### config.mk
export PLATFORM = sky130hd
export DESIGN_NAME = regstate_crc_sig
export DESIGN_NICKNAME = d
export VERILOG_FILES = /design/src/rtl/regsig_pkg.sv /design/src/rtl/regsig_hold.sv /design/src/rtl/regsig_step.sv /design/src/rtl/regsig_seq.sv /design/src/rtl/regstate_crc_sig.sv
export SDC_FILE = /design/constraint.sdc
export NUM_CORES = 1
export LEC_CHECK = 0
export CORE_ASPECT_RATIO = 0.8
export CORE_UTILIZATION = 33
export CTS_CLUSTER_SIZE = 28
export DETAILED_ROUTE_END_ITERATION = 12
export DONT_BUFFER_PORTS = 1
export PLACE_DENSITY = 0.53
export RECOVER_POWER = 50
export SLEW_MARGIN = 25
export SYNTH_ARGS = -nofsm -noshare
export SYNTH_HDL_FRONTEND = slang
export SYNTH_HIERARCHICAL = 1
export SYNTH_SLANG_ARGS = --single-unit
### constraint.sdc
create_clock -name clk -period 8.2 [get_ports clk]
set_input_delay 1.23 -clock clk [delete_from_list [all_inputs] [get_ports clk]]
set_output_delay 1.23 -clock clk [all_outputs]
set_load 0.01 [all_outputs]
### src/rtl/regsig_pkg.sv
package regsig_pkg;
  // Number of register values folded per snapshot (fixed by the port list)
  localparam int NUM_VALS = 7;
  localparam int IDX_W    = $clog2(NUM_VALS);
endpackage

### src/rtl/regsig_hold.sv
// Holding register for one snapshot; slot k is read back by index.
module regsig_hold
  import regsig_pkg::*;
#(
  parameter int DATA_W = 16
) (
  input  logic                       clk,
  input  logic                       rst_n,
  input  logic                       load_i,
  input  logic [NUM_VALS*DATA_W-1:0] vals_i,
  input  logic [IDX_W-1:0]           sel_i,
  output logic [DATA_W-1:0]          val_o
);
  logic [DATA_W-1:0] slot_q [NUM_VALS];

  for (genvar k = 0; k < NUM_VALS; k++) begin : g_slot
    logic [DATA_W-1:0] slot_d;
    always_comb begin
      slot_d = slot_q[k];
      if (load_i) slot_d = vals_i[k*DATA_W +: DATA_W];
    end
    always_ff @(posedge clk or negedge rst_n) begin
      if (!rst_n) slot_q[k] <= '0;
      else        slot_q[k] <= slot_d;
    end
  end

  assign val_o = slot_q[sel_i];
endmodule

### src/rtl/regsig_step.sv
// One reflected CRC shift step, optionally preceded by the value XOR.
module regsig_step #(
  parameter int          DATA_W = 16,
  parameter int          CRC_W  = 32,
  parameter logic [31:0] POLY   = 32'hEDB88320
) (
  input  logic [CRC_W-1:0]  crc_i,
  input  logic [DATA_W-1:0] val_i,
  input  logic              mix_i,
  output logic [CRC_W-1:0]  crc_o
);
  localparam int PAD_W = CRC_W - DATA_W;
  logic [CRC_W-1:0] mixed;

  always_comb begin
    mixed = crc_i;
    if (mix_i) mixed = crc_i ^ {{PAD_W{1'b0}}, val_i};
    crc_o = {1'b0, mixed[CRC_W-1:1]};
    if (mixed[0]) crc_o = crc_o ^ POLY[CRC_W-1:0];
  end
endmodule

### src/rtl/regsig_seq.sv
// Step/value sequencer: one shift step per clock while busy.
module regsig_seq
  import regsig_pkg::*;
#(
  parameter int STEPS = 8
) (
  input  logic             clk,
  input  logic             rst_n,
  input  logic             clear_i,
  input  logic             start_i,
  output logic             busy_o,
  output logic             done_o,
  output logic             mix_o,
  output logic             last_o,
  output logic [IDX_W-1:0] idx_o
);
  localparam int BIT_W = (STEPS > 1) ? $clog2(STEPS) : 1;
  localparam logic [BIT_W-1:0] BIT_LAST = BIT_W'(STEPS - 1);
  localparam logic [IDX_W-1:0] IDX_LAST = IDX_W'(NUM_VALS - 1);

  logic             busy_q, busy_d, done_q, done_d;
  logic [IDX_W-1:0] idx_q, idx_d;
  logic [BIT_W-1:0] bit_q, bit_d;

  always_comb begin
    busy_d = busy_q;
    idx_d  = idx_q;
    bit_d  = bit_q;
    done_d = 1'b0;
    if (clear_i) begin
      busy_d = 1'b0;
      idx_d  = '0;
      bit_d  = '0;
    end else if (busy_q) begin
      if (bit_q == BIT_LAST) begin
        bit_d = '0;
        if (idx_q == IDX_LAST) begin
          busy_d = 1'b0;
          idx_d  = '0;
          done_d = 1'b1;
        end else begin
          idx_d = idx_q + 1'b1;
        end
      end else begin
        bit_d = bit_q + 1'b1;
      end
    end else if (start_i) begin
      busy_d = 1'b1;
      idx_d  = '0;
      bit_d  = '0;
    end
  end

  always_ff @(posedge clk or negedge rst_n) begin
    if (!rst_n) begin
      busy_q <= 1'b0;
      done_q <= 1'b0;
      idx_q  <= '0;
      bit_q  <= '0;
    end else begin
      busy_q <= busy_d;
      done_q <= done_d;
      idx_q  <= idx_d;
      bit_q  <= bit_d;
    end
  end

  assign busy_o = busy_q;
  assign done_o = done_q;
  assign idx_o  = idx_q;
  assign mix_o  = busy_q && (bit_q == '0);
  assign last_o = busy_q && (bit_q == BIT_LAST) && (idx_q == IDX_LAST);
endmodule

### src/rtl/regstate_crc_sig.sv
module regstate_crc_sig
  import regsig_pkg::*;
#(
  parameter int          DATA_W = 16,
  parameter int          CRC_W  = 32,
  parameter int          STEPS  = 8,
  parameter logic [31:0] POLY   = 32'hEDB88320,
  parameter logic [31:0] EXPECT = 32'hEE861173
) (
  input  logic              clk,
  input  logic              rst_n,
  input  logic              clear_i,
  input  logic              start_i,
  input  logic [DATA_W-1:0] r0_i,
  input  logic [DATA_W-1:0] r1_i,
  input  logic [DATA_W-1:0] r2_i,
  input  logic [DATA_W-1:0] r3_i,
  input  logic [DATA_W-1:0] flags_i,
  input  logic [DATA_W-1:0] sp_i,
  input  logic [DATA_W-1:0] pc_i,
  output logic              busy_o,
  output logic              done_o,
  output logic [CRC_W-1:0]  sig_o,
  output logic              pass_o,
  output logic              fail_o
);
  // Slot order is the fold order: r0..r3, flags, stack pointer, program counter
  logic [NUM_VALS*DATA_W-1:0] snap_vec;
  assign snap_vec = {pc_i, sp_i, flags_i, r3_i, r2_i, r1_i, r0_i};

  logic             busy, mix, last, load;
  logic [IDX_W-1:0] idx;
  logic [DATA_W-1:0] cur_val;
  logic [CRC_W-1:0] crc_q, crc_d, step_crc;
  logic             pass_q, pass_d, fail_q, fail_d;

  assign load = start_i && !busy && !clear_i;

  regsig_seq #(.STEPS(STEPS)) u_seq (
    .clk(clk), .rst_n(rst_n), .clear_i(clear_i), .start_i(start_i),
    .busy_o(busy), .done_o(done_o), .mix_o(mix), .last_o(last), .idx_o(idx)
  );

  regsig_hold #(.DATA_W(DATA_W)) u_hold (
    .clk(clk), .rst_n(rst_n), .load_i(load), .vals_i(snap_vec),
    .sel_i(idx), .val_o(cur_val)
  );

  regsig_step #(.DATA_W(DATA_W), .CRC_W(CRC_W), .POLY(POLY)) u_step (
    .crc_i(crc_q), .val_i(cur_val), .mix_i(mix), .crc_o(step_crc)
  );

  always_comb begin
    crc_d  = crc_q;
    pass_d = pass_q;
    fail_d = fail_q;
    if (clear_i) begin
      crc_d  = '0;
      pass_d = 1'b0;
      fail_d = 1'b0;
    end else if (busy) begin
      crc_d = step_crc;
      if (last) begin
        pass_d = (step_crc == EXPECT[CRC_W-1:0]);
        fail_d = (step_crc != EXPECT[CRC_W-1:0]);
      end
    end
  end

  always_ff @(posedge clk or negedge rst_n) begin
    if (!rst_n) begin
      crc_q  <= '0;
      pass_q <= 1'b0;
      fail_q <= 1'b0;
    end else begin
      crc_q  <= crc_d;
      pass_q <= pass_d;
      fail_q <= fail_d;
    end
  end

  assign busy_o = busy;
  assign sig_o  = crc_q;
  assign pass_o = pass_q;
  assign fail_o = fail_q;
endmodule

==> results by group, run 1 <==
Power and ir drop
  – Sw power: 556 µW
  – Clock share of power: 38.3%
  – P_leak: 3.32 nW
  – Sequential Power Share: 45.9%
  – Post-layout power: around 2.1 mW
  – Internal power summed over all cells: 1.52 mW
  – Maximum ir drop on the vdd rail: 0.127 mV
  – Logic gate share of total power: between 10% and 20%
  – Power Density: 253 nW/µm²
  – Switching Share: 26.8%

Timing
  – Setup Viol. Count Final: 0
  – Final Hold Vio Count: 0
  – Shortest period the worst path allows: 4.53 ns
  – Transition time at the pin with the least slew margin: 3.08 ns
  – Worst Skew: 0.0111 ns
  – Worst path setup slack after routing: 3.67 ns
  – Headroom to the max-slew limit: -106%
  – RSZ-0062 raised after global routing: no
  – Period Utilization, post-route: 55.2%
  – WHS: a little over 0.5 ns
  – Total Neg Setup Slack: 0 ns
  – Fmax: 221 MHz
  – Count of pins over their slew limit: between 40 and 50

Synth
  – Area fraction of the dominant cell type after synthesis: between 50% and 60%
  – Sequential-to-total area share from yosys stat: 51.5%
  – Cell with the most instances after synthesis: dfrtp_1
  – Top flip-flop cell by instance count after synthesis: dfrtp_1
  – Syn Inst Count: slightly below 600
  – Post-synthesis average cell area: 12.7 µm²
  – Largest area contributor in the synthesized netlist: dfrtp_1
  – Distinct cell type count of the synthesized netlist: 40
  – Yosys warns: 6
  – Share of async-settable or async-resettable flops after synthesis: 100%
  – Post-synth EDFFs: 0
  – Syn nets: 710
  – Main area contributors after synthesis: dfrtp_1 51%, mux2_2 17%, mux2i_1 11%
  – Flop and latch count out of synthesis: between 150 and 200
  – Commonest cells in the netlist: 154 x dfrtp_1, 113 x mux2_2, 80 x mux2i_1, 39 x nand2_1, 37 x nor2_1
  – Area of the mapped netlist: 7490 µm²

Die
  – Die Y-Extent: 137 µm
  – Die outline area: approximately 23000 µm²
  – Area of the placeable core: 21900 µm²
  – Die width: 170 µm
  – Count of pins on the block boundary: 152
  – Initial standard-cell utilization of the core: about a third
  – Cell Rows: 48

CTS
  – Total setup buffers inserted after CTS: 0
  – Quantity of hold-fixing buffers added after cts: 0
  – Clock root buffer: clkbuf_16
  – TritonCTS buffer count: 17
  – Max clock buf depth: 2
  – Maximum level of the CTS H-tree: 4
  – TritonCTS clock tree: yes
  – Clock insertion delay at the later pin of the skew report: ~0.42 ns
  – Reg clk slew, reported paths: 0.07 ns
  – Num Clock Sinks: 154
  – Quantity of gates resized following cts: 0

Layout
  – Fraction of layout instances using a drive strength above 1: between 20 and 30%
  – Layout Nets: a little under 700
  – Post-route design area: 8200 µm²
  – Growth of design area from synthesis to finish: 9.54%
  – Filler cell count: between 2000 and 2500
  – Sequential cell area: between 3000 and 4000 µm²
  – Area used by multi-input combinational logic: about 3300 µm²

Worst setup path
  – Sort of element at the start of the critical path: register
  – Largest fanout on the critical path: 45
  – Critical path start-end classification: register to register
  – Critical path required time: 8.54 ns
  – Signal arrival time at the worst endpoint: 4.87 ns
  – Crit path capture type: register

Placement
  – Placer's final routability congestion estimate: 0.820
  – Placement-stage worst setup slack: around 4.3 ns
  – Placed Instance Area: 7600 µm²
  – Detailed-placement wirelength estimate: 13400 µm
  – Port buffer count: 0

Drt
  – Detailed-routing iteration count for the pre-antenna-repair pass: 4
  – DR vias/cell: ~5
  – DRC violations left: 0
  – Routed via count: 4486
  – Detail Route Antenna Nets: 0
  – Detailed router's first-iteration violation count: 295
  – WL per Instance: 20.9 µm
  – Final wirelength: between 15000 and 20000 µm

Global routing
  – Maximum number of pins on one net before global-route repair: between 150 and 200
  – Number of global-route vias before repair: 4732
  – First-pass GRT wire length: ~28000 µm
  – All-layer global routing usage: 16.6%
  – Grt ovf: 0
  – Antenna violations before repair: 12

Outcome
  – Status: complete, but fails checks
  – Failing checks: capacitance limit, slew limit

Flow run
  – Max-capacitance violation count: 1

Worst hold path
  – Worst min-delay path class: input pin to asynchronous set/reset pin
-- kinds of logic after synthesis --
kind of cell	share of synthesized area (%)
adders and majority gates	0.501
xor gates and xnor gates	3.74
DFF	51.5
and+or+nand+nor	8.09
buffers and inverters	4.39
AOI/OAI and AO/OA	4.11
muxes	27.7
-- power groups by stage --
stage / registers, mW / clock network [mW] / logic, mW
2_1_floorplan: 0.939 / 0 / 0.274
3_3_place_gp: 0.965 / 0 / 0.319
3_5_place_dp: 0.968 / 0 / 0.328
4_1_cts: 0.954 / 0.824 / 0.330
5_1_grt: 0.968 / 0.854 / 0.358
6_report: 0.952 / 0.795 / 0.329
-- stage by stage --
stage / util [%] / cells
final: 37.4 / 888
after global routing: 37.4 / 883
after CTS: 37.4 / 882
after detailed placement: 34.7 / 851
after global placement: 34.6 / 851
after floorplan: - / 591
-- sequential cells by signal, summed over array words and instances (netlist names) --
name           count
fail_o             1
pass_o             1
sig_o             32
u_hold/slot_q    112
u_seq/bit_q        3
u_seq/busy_o       1
u_seq/done_o       1
u_seq/idx_o        3
-- critical path: stages (launching register included) --
cell	delay [ns]
dfrtp_2	0.35
clkbuf_1	2.16
nand2_1	0.20
nor3_1	0.54
nand2_1	0.13
or4_1	0.60
or3_1	0.32
a21oi_1	0.13
-- final cells by class --
cell class              count  area share (%)
inverters                   3           0.137
clock buffers              18            5.35
diodes                      6           0.183
multi-input cells         389            40.4
clock inverters            13            1.91
well taps                 300            4.58
flip-flops and latches    154            47.0
repair buffers              5           0.412
-- routing by layer --
| layer | share of wire [%] | wire length (µm) | vias to the layer above | global-route usage (%) |
|---|---|---|---|---|
| met3 | 9.3 | 1720 | 22 | 8.10 |
| met4 | 0.68 | 127 | 12 | 3.75 |
| met2 | 46 | 8500 | 127 | 25.8 |
| li1 | - | - | 2046 | - |
| met5 | 0.39 | 73 | - | 0 |
| met1 | 44 | 8150 | 2279 | 20.8 |
-- final timing paths --
kind	from	endpoint	slack, ns	cells after the start
worst max-delay path	u_seq/busy_o	pass_o	3.67	7
worst min-delay path	rst_n	u_hold/slot_q[35]	0.51	0
worst max register to register	u_seq/busy_o	pass_o	3.67	7
worst min register to register	u_hold/slot_q[81]	u_hold/slot_q[81]	0.51	1
max in group asynchronous	rst_n	u_seq/idx_o[0]	7.49	0
min in group clk	u_hold/slot_q[81]	u_hold/slot_q[81]	0.51	1
-- placed cells by master (no fill, tap or decap), types with 2 or more instances in the layout --
| cell type | instances |
|---|---|
| xnor2_1 | 25 |
| xor2_1 | 6 |
| bufinv_16 | 2 |
| nor3b_1 | 3 |
| nor3_1 | 5 |
| a21oi_1 | 4 |
| mux2_2 | 113 |
| inv_1 | 3 |
| or2_2 | 6 |
| clkbuf_16 | 17 |
| dfrtp_1 | 152 |
| ha_1 | 3 |
| nor2_1 | 37 |
| nand2_1 | 39 |
| dfrtp_2 | 2 |
| nor2b_2 | 2 |
| nor4bb_1 | 3 |
| mux2i_1 | 80 |
| buf_4 | 4 |
| a22o_1 | 16 |
| a211oi_1 | 2 |
| diode_2 | 6 |
| inv_6 | 6 |
| a211o_2 | 2 |
| or2_1 | 10 |
| inv_8 | 2 |
| nor4b_1 | 4 |
| and4b_1 | 2 |
| a31oi_1 | 16 |
No activity file was read; power rests on OpenSTA's default activity.
==> inputs of run 2 (changes only) <==
==> constraint.sdc (replaced) <==
create_clock -name clk -period 4.74 [get_ports clk]
set_input_delay 0.711 -clock clk [delete_from_list [all_inputs] [get_ports clk]]
set_output_delay 0.711 -clock clk [all_outputs]
set_load 0.01 [all_outputs]
==> run 2 against run 1 <==
Net effect:
- the flow now finishes without violations
- combinational power up 79%
- via count down 1.2%
- critical path depth up 3
- largest cell class unchanged
- die area unchanged
- critical endpoint unchanged
==> results by group, run 2 (synthesis gave the netlist of run 1 again) <==
Outcome
  – Status: complete, no violations (was complete, but fails checks)

Drt
  – DRC violations left: 0 (unchanged)
  – Routed via count: 4433 (was 4486)
  – DR vias/cell: 4.95 (was 5.05)
  – Detailed router's first-iteration violation count: 262 (was 295)
  – Detail Route Antenna Nets: 0 (unchanged)
  – Final wirelength: 18600 µm (about the same)
  – WL per Instance: 20.8 µm (was 20.9 µm)
  – Detailed-routing iteration count for the pre-antenna-repair pass: 5 (was 4)

Layout
  – Layout Nets: 693 (was 689)
  – Count of non-filler cells in the finished layout: 895 (was 888)
  – Most frequent cells in the layout: 152 x dfrtp_1, 113 x mux2_2, 80 x mux2i_1, 39 x nand2_1, 37 x nor2_1 (unchanged)
  – Most common library cell in the layout ignoring fill and taps: dfrtp_1 (unchanged)
  – Register name with the most flops: u_hold/slot_q (unchanged)
  – Sequential cell area: 3860 µm² (unchanged)
  – Area used by multi-input combinational logic: 3320 µm² (was 3310 µm²)
  – Fraction of layout instances using a drive strength above 1: 29.1% (was 28.4%)
  – Growth of design area from synthesis to finish: 10.9% (was 9.54%)
  – Core Util, Final: 37.9% (was 37.4%)
  – Filler cell count: 2116 (was 2105)
  – Number of flip-flops under the largest register name: 112 (unchanged)

Die
  – Count of pins on the block boundary: 152 (unchanged)
  – Initial standard-cell utilization of the core: 34.2% (unchanged)
  – Die Y-Extent: 137 µm (unchanged)
  – Cell Rows: 48 (unchanged)
  – Die outline area: 23300 µm² (unchanged)
  – Area of the placeable core: 21900 µm² (unchanged)
  – Die width: 170 µm (unchanged)

CTS
  – Maximum level of the CTS H-tree: 4 (unchanged)
  – Reg clk slew, reported paths: 0.07 ns (about the same)
  – Max clock buf depth: 2 (unchanged)
  – Num Clock Sinks: 154 (unchanged)
  – Total setup buffers inserted after CTS: 0 (unchanged)
  – Clock insertion delay at the later pin of the skew report: 0.43 ns (was 0.42 ns)
  – Quantity of gates resized following cts: 0 (unchanged)
  – Quantity of hold-fixing buffers added after cts: 1 (was 0)
  – TritonCTS buffer count: 17 (unchanged)
  – TritonCTS clock tree: yes (unchanged)
  – Clock root buffer: clkbuf_16 (unchanged)

Power and ir drop
  – P_leak: 3.37 nW (was 3.32 nW)
  – Power Density: 445 nW/µm² (was 253 nW/µm²)
  – Maximum ir drop on the vdd rail: 0.251 mV (was 0.127 mV)

Timing
  – Worst Skew: 0.00826 ns (was 0.0111 ns)
  – Shortest period the worst path allows: 3.59 ns (was 4.53 ns)
  – Fmax: 278 MHz (was 221 MHz)
  – RSZ-0062 raised after global routing: no (unchanged)
  – Total Neg Setup Slack: 0 ns (unchanged)
  – Transition time at the pin with the least slew margin: 1.00 ns (was 3.08 ns)
  – Setup Viol. Count Final: 0 (unchanged)
  – Headroom to the max-slew limit: 33.2% (was -106%)
  – Final Hold Vio Count: 0 (unchanged)
  – Count of pins over their slew limit: 0 (was 45)
  – Period Utilization, post-route: 75.8% (was 55.2%)

Global routing
  – All-layer global routing usage: 16.9% (was 16.6%)
  – Number of global-route vias before repair: 4823 (was 4732)
  – Grt ovf: 0 (unchanged)
  – Antenna violations before repair: 12 (unchanged)
  – First-pass GRT wire length: 28800 µm (was 28200 µm)
  – Maximum number of pins on one net before global-route repair: 155 (unchanged)

Placement
  – Placer's final routability congestion estimate: 0.826 (was 0.820)
  – Port buffer count: 0 (unchanged)
  – Dpl cells: 854 (was 851)
  – Detailed-placement wirelength estimate: 13400 µm (about the same)

Worst setup path
  – Critical path start-end classification: register to register (unchanged)
  – Critical path required time: 5.10 ns (was 8.54 ns)
  – Largest fanout on the critical path: 16 (was 45)
  – Sort of element at the start of the critical path: register (unchanged)
  – Signal arrival time at the worst endpoint: 3.95 ns (was 4.87 ns)
  – Crit path capture type: register (unchanged)

Worst hold path
  – Worst min-delay path class: input pin to asynchronous set/reset pin (unchanged)

Flow run
  – Max-capacitance violation count: 0 (was 1)
## run 2: stage by stage
stage	hold WS [ns]	setup slack [ns]	power, mW	cell area (µm²)
after detailed placement	0.426	1.14	2.24	7620
after global routing	0.316	0.812	3.89	8290
after floorplan	0.415	1.66	2.10	7490
after CTS	0.320	1.12	3.75	8280
after global placement	0.422	0.921	2.22	7610
final	0.198	1.15	3.70	8300
## run 2: layout make-up
cell class	count	area share, %
Clock buffer	17	5.13
Timing Repair Buffer	9	1.06
Tap cell	300	4.52
Inverter	3	0.136
Antenna cell	8	0.241
Multi-Input combinational cell	389	40.0
Clock inverter	15	2.50
Sequential cell	154	46.5
## run 2: path summary, 6_finish.rpt
check                                   from                 to  slack, ns  cells after the start
max                           u_seq/idx_o[1]             pass_o       1.15                     10
min                                    rst_n   u_hold/slot_q[3]       0.20                      1
max reg2reg                   u_seq/idx_o[1]             pass_o       1.15                     10
min reg2reg                u_hold/slot_q[11]  u_hold/slot_q[11]       0.51                      1
max in group asynchronous              rst_n       u_seq/busy_o       3.72                      1
min in group clk                     clear_i          sig_o[12]       0.34                      1
## run 2: worst max-delay path, stage by stage (launching register included)
cell and delay, ns:
dfrtp_1 0.61, nor2_2 0.24, a22o_1 0.29, a31oi_1 0.42
nand2_1 0.18, xor2_2 0.62, xnor2_1 0.23, nand2_1 0.08
or4_1 0.41, or3_1 0.32, a21oi_1 0.12
## run 2: where the power goes
| group | internal, mW | switching, mW | leakage (nW) |
|---|---|---|---|
| clock | 0.852 | 0.604 | 0.304 |
| sequential | 1.51 | 0.136 | 1.90 |
| combinational | 0.311 | 0.279 | 1.17 |
## run 2: routing by layer
metal	vias to the layer above	wire, µm	part of all wire [%]	track usage (%)
li1	2045	-	-	-
met1	2227	8370	45	21.3
met2	134	8310	45	26.1
met3	19	1710	9.2	8.36
met4	8	145	0.78	3.65
met5	-	54	0.29	0
==> inputs of run 3 (changes only) <==
--- a/config.mk
+++ b/config.mk
@@ -10,7 +10,7 @@
 export CTS_CLUSTER_SIZE = 28
 export DETAILED_ROUTE_END_ITERATION = 12
 export DONT_BUFFER_PORTS = 1
-export PLACE_DENSITY = 0.53
+export PLACE_DENSITY = 0.54
 export RECOVER_POWER = 50
 export SLEW_MARGIN = 25
 export SYNTH_ARGS = -nofsm -noshare
==> constraint.sdc (replaced) <==
create_clock -name clk -period 3.21 [get_ports clk]
set_input_delay 0.4815 -clock clk [delete_from_list [all_inputs] [get_ports clk]]
set_output_delay 0.4815 -clock clk [all_outputs]
set_load 0.01 [all_outputs]
==> run 3 against run 2 <==
Net effect:
- the run now ends with hold timing left
- via count is 0.25% lower
- clock skew hardly changed
- cell area is 0.26% lower
- power is 43% higher
- sequential cell count stayed put
- count of clock-buffer cells in the layout is 1 higher
- register-to-register slack worse by 0.89 ns
- critical path depth is 1 higher
- utilization is 0.097 points lower
- clock power is 38% higher
- sequential power is 48% higher
- largest power group unchanged
==> results by group, run 3 (synthesis gave the netlist of run 1 again) <==
Layout
  – Most frequent cells in the layout: 152 x dfrtp_1, 113 x mux2_2, 80 x mux2i_1, 39 x nand2_1, 37 x nor2_1 (unchanged)
  – Layout Nets: 696 (was 693)
  – Count of non-filler cells in the finished layout: 895 (unchanged)
  – Number of flip-flops under the largest register name: 112 (unchanged)
  – Post-route design area: 8280 µm² (was 8300 µm²)
  – Fraction of layout instances using a drive strength above 1: 29.3% (was 29.1%)
  – Most common library cell in the layout ignoring fill and taps: dfrtp_1 (unchanged)
  – Filler cell count: 2121 (was 2116)
  – Growth of design area from synthesis to finish: 10.6% (was 10.9%)
  – Register name with the most flops: u_hold/slot_q (unchanged)

Power and ir drop
  – Clock share of power: 38.1% (was 39.4%)
  – P_leak: 3.36 nW (was 3.37 nW)
  – Logic gate share of total power: 15.9% (was 16.0%)
  – Maximum ir drop on the vdd rail: 0.287 mV (was 0.251 mV)
  – Post-layout power: 5.30 mW (was 3.70 mW)
  – Internal power summed over all cells: 3.87 mW (was 2.68 mW)
  – Switching Share: 27.0% (was 27.6%)
  – Sw power: 1.43 mW (was 1.02 mW)
  – Power Density: 640 nW/µm² (was 445 nW/µm²)
  – Sequential Power Share: 46.0% (was 44.6%)

Die
  – Initial standard-cell utilization of the core: 34.2% (unchanged)
  – Cell Rows: 48 (unchanged)
  – Die Y-Extent: 137 µm (unchanged)
  – Die width: 170 µm (unchanged)
  – Die outline area: 23300 µm² (unchanged)
  – Count of pins on the block boundary: 152 (unchanged)
  – Area of the placeable core: 21900 µm² (unchanged)

Timing
  – WHS: -0.247 ns (was 0.198 ns)
  – Setup Viol. Count Final: 0 (unchanged)
  – Final Hold Vio Count: 154 (was 0)
  – Count of pins over their slew limit: 0 (unchanged)
  – Transition time at the pin with the least slew margin: 0.703 ns (was 1.00 ns)
  – Total Neg Setup Slack: 0 ns (unchanged)
  – Worst Skew: 0.00854 ns (was 0.00826 ns)
  – RSZ-0062 raised after global routing: no (unchanged)
  – Period Utilization, post-route: 92.0% (was 75.8%)
  – Headroom to the max-slew limit: 53.1% (was 33.2%)
  – Worst path setup slack after routing: 0.257 ns (was 1.15 ns)
  – Shortest period the worst path allows: 2.95 ns (was 3.59 ns)
  – Fmax: 339 MHz (was 278 MHz)

Global routing
  – Antenna violations before repair: 10 (was 12)
  – Grt ovf: 0 (unchanged)
  – First-pass GRT wire length: 28500 µm (was 28800 µm)
  – Maximum number of pins on one net before global-route repair: 155 (unchanged)
  – Number of global-route vias before repair: 4806 (was 4823)
  – All-layer global routing usage: 16.7% (was 16.9%)

CTS
  – Clock root buffer: clkbuf_16 (unchanged)
  – TritonCTS clock tree: yes (unchanged)
  – Total setup buffers inserted after CTS: 0 (unchanged)
  – Reg clk slew, reported paths: 0.07 ns (about the same)
  – TritonCTS buffer count: 17 (unchanged)
  – Clock insertion delay at the later pin of the skew report: 0.43 ns (about the same)
  – Max clock buf depth: 2 (unchanged)
  – Num Clock Sinks: 154 (unchanged)
  – Maximum level of the CTS H-tree: 4 (unchanged)

Worst setup path
  – Sort of element at the start of the critical path: register (unchanged)
  – Buffers plus inverters on the worst setup path: 1 (was 0)
  – Slowest cell on crit path: dfrtp_1 (was xor2_2)
  – Critical path start-end classification: register to register (unchanged)
  – Crit path capture type: register (unchanged)
  – Delay of the slowest cell on the worst path: 0.49 ns (was 0.62 ns)
  – Critical path required time: 3.57 ns (was 5.10 ns)
  – Largest fanout on the critical path: 13 (was 16)
  – Signal arrival time at the worst endpoint: 3.31 ns (was 3.95 ns)
  – Family of cells with the greatest summed delay on the critical path: simple AND/OR/NAND/NOR gates (unchanged)
  – Chain of cells forming the critical path: buf_4, mux2i_1, or2_1, a31oi_1, xor2_1, nand2_1, xnor2_1, nor4bb_1, nand3_1, or3_1, a21oi_1 (was nor2_2, a22o_1, a31oi_1, nand2_1, xor2_2, xnor2_1, nand2_1, or4_1, or3_1, a21oi_1)

Placement
  – Placer's final routability congestion estimate: 0.799 (was 0.826)
  – Port buffer count: 0 (unchanged)
  – Placement-stage worst setup slack: 0.294 ns (was 1.14 ns)
  – Dpl cells: 858 (was 854)
  – Placed Instance Area: 7670 µm² (was 7620 µm²)
  – Detailed-placement wirelength estimate: 13000 µm (was 13400 µm)

Flow run
  – Max-capacitance violation count: 0 (unchanged)

Drt
  – Detail Route Antenna Nets: 0 (unchanged)
  – WL per Instance: 20.3 µm (was 20.8 µm)
  – Routed via count: 4422 (was 4433)
  – Detailed-routing iteration count for the pre-antenna-repair pass: 4 (was 5)
  – DR vias/cell: 4.94 (was 4.95)
  – Final wirelength: 18200 µm (was 18600 µm)
  – Detailed router's first-iteration violation count: 247 (was 262)
  – DRC violations left: 0 (unchanged)

Outcome
  – Status: complete, but fails checks (was complete, no violations)
  – Failing checks: hold timing

Worst hold path
  – Worst min-delay path class: input pin to asynchronous set/reset pin (unchanged)
-- run 3: changes by cell type in the layout (fill, tap and decap cells not counted), sizes merged --
| cell | previous run | this run |
|---|---|---|
| buf | 9 | 12 |
| bufinv | 3 | 2 |
| clkbuf | 17 | 18 |
| clkinv | 3 | 5 |
| diode | 8 | 5 |
| inv | 10 | 8 |
-- run 3: worst reg2reg max path: stages (launching register included) --
cell and delay [ns]:
dfrtp_1 0.49, buf_4 0.32, mux2i_1 0.17, or2_1 0.23, a31oi_1 0.23, xor2_1 0.16, nand2_1 0.08, xnor2_1 0.20
nor4bb_1 0.31, nand3_1 0.18, or3_1 0.39, a21oi_1 0.12
-- run 3: final timing paths --
check,depth (start not counted),slack [ns],startpoint,to
min in group clk,1,0.12,clear_i,sig_o[12]
max reg2reg,11,0.26,u_seq/idx_o[1],pass_o
min reg2reg,1,0.51,u_hold/slot_q[52],u_hold/slot_q[52]
max,11,0.26,u_seq/idx_o[1],pass_o
min,0,-0.25,rst_n,u_seq/done_o
max in group asynchronous,0,3.18,rst_n,u_hold/slot_q[58]
-- run 3: area by class of cell --
class,instances,area [µm²],share of cell area [%]
Multi-Input combinational cell,389,3320,40.0
Clock buffer,18,429,5.18
Tap cell,300,375,4.53
Antenna cell,5,12.5,0.151
Clock inverter,14,164,1.98
Sequential cell,154,3860,46.6
Inverter,3,11.3,0.136
Timing Repair Buffer,12,115,1.39
-- run 3: repair_timing --
action                                  CTS  global route
endpoints found under the setup margin    0             1
endpoints found under the hold margin   154           154
resized for setup                         0             1
-- run 3: metrics by stage --
step	util [%]	hold slack, ns
global route	37.7	-0.277
floorplan	-	0.186
detailed placement	35.0	0.192
finish	37.8	-0.247
global placement	35.0	0.193
CTS	37.7	-0.269
-- run 3: layer usage --
metal | vias to the layer above | GRT usage (%) | part of all wire (%)
li1 | 2058 | - | -
met1 | 2212 | 21.3 | 47
met2 | 123 | 25.4 | 44
met3 | 21 | 7.20 | 8.1
met4 | 8 | 4.95 | 0.83
met5 | - | 0 | 0.28
-- run 3: power by group through the flow --
stage | clock, mW | combinational [mW] | sequential [mW]
finish | 2.02 | 0.840 | 2.44
detailed placement | 0 | 0.843 | 2.48
CTS | 2.07 | 0.846 | 2.44
global placement | 0 | 0.824 | 2.47
global route | 2.17 | 0.918 | 2.48
floorplan | 0 | 0.699 | 2.40
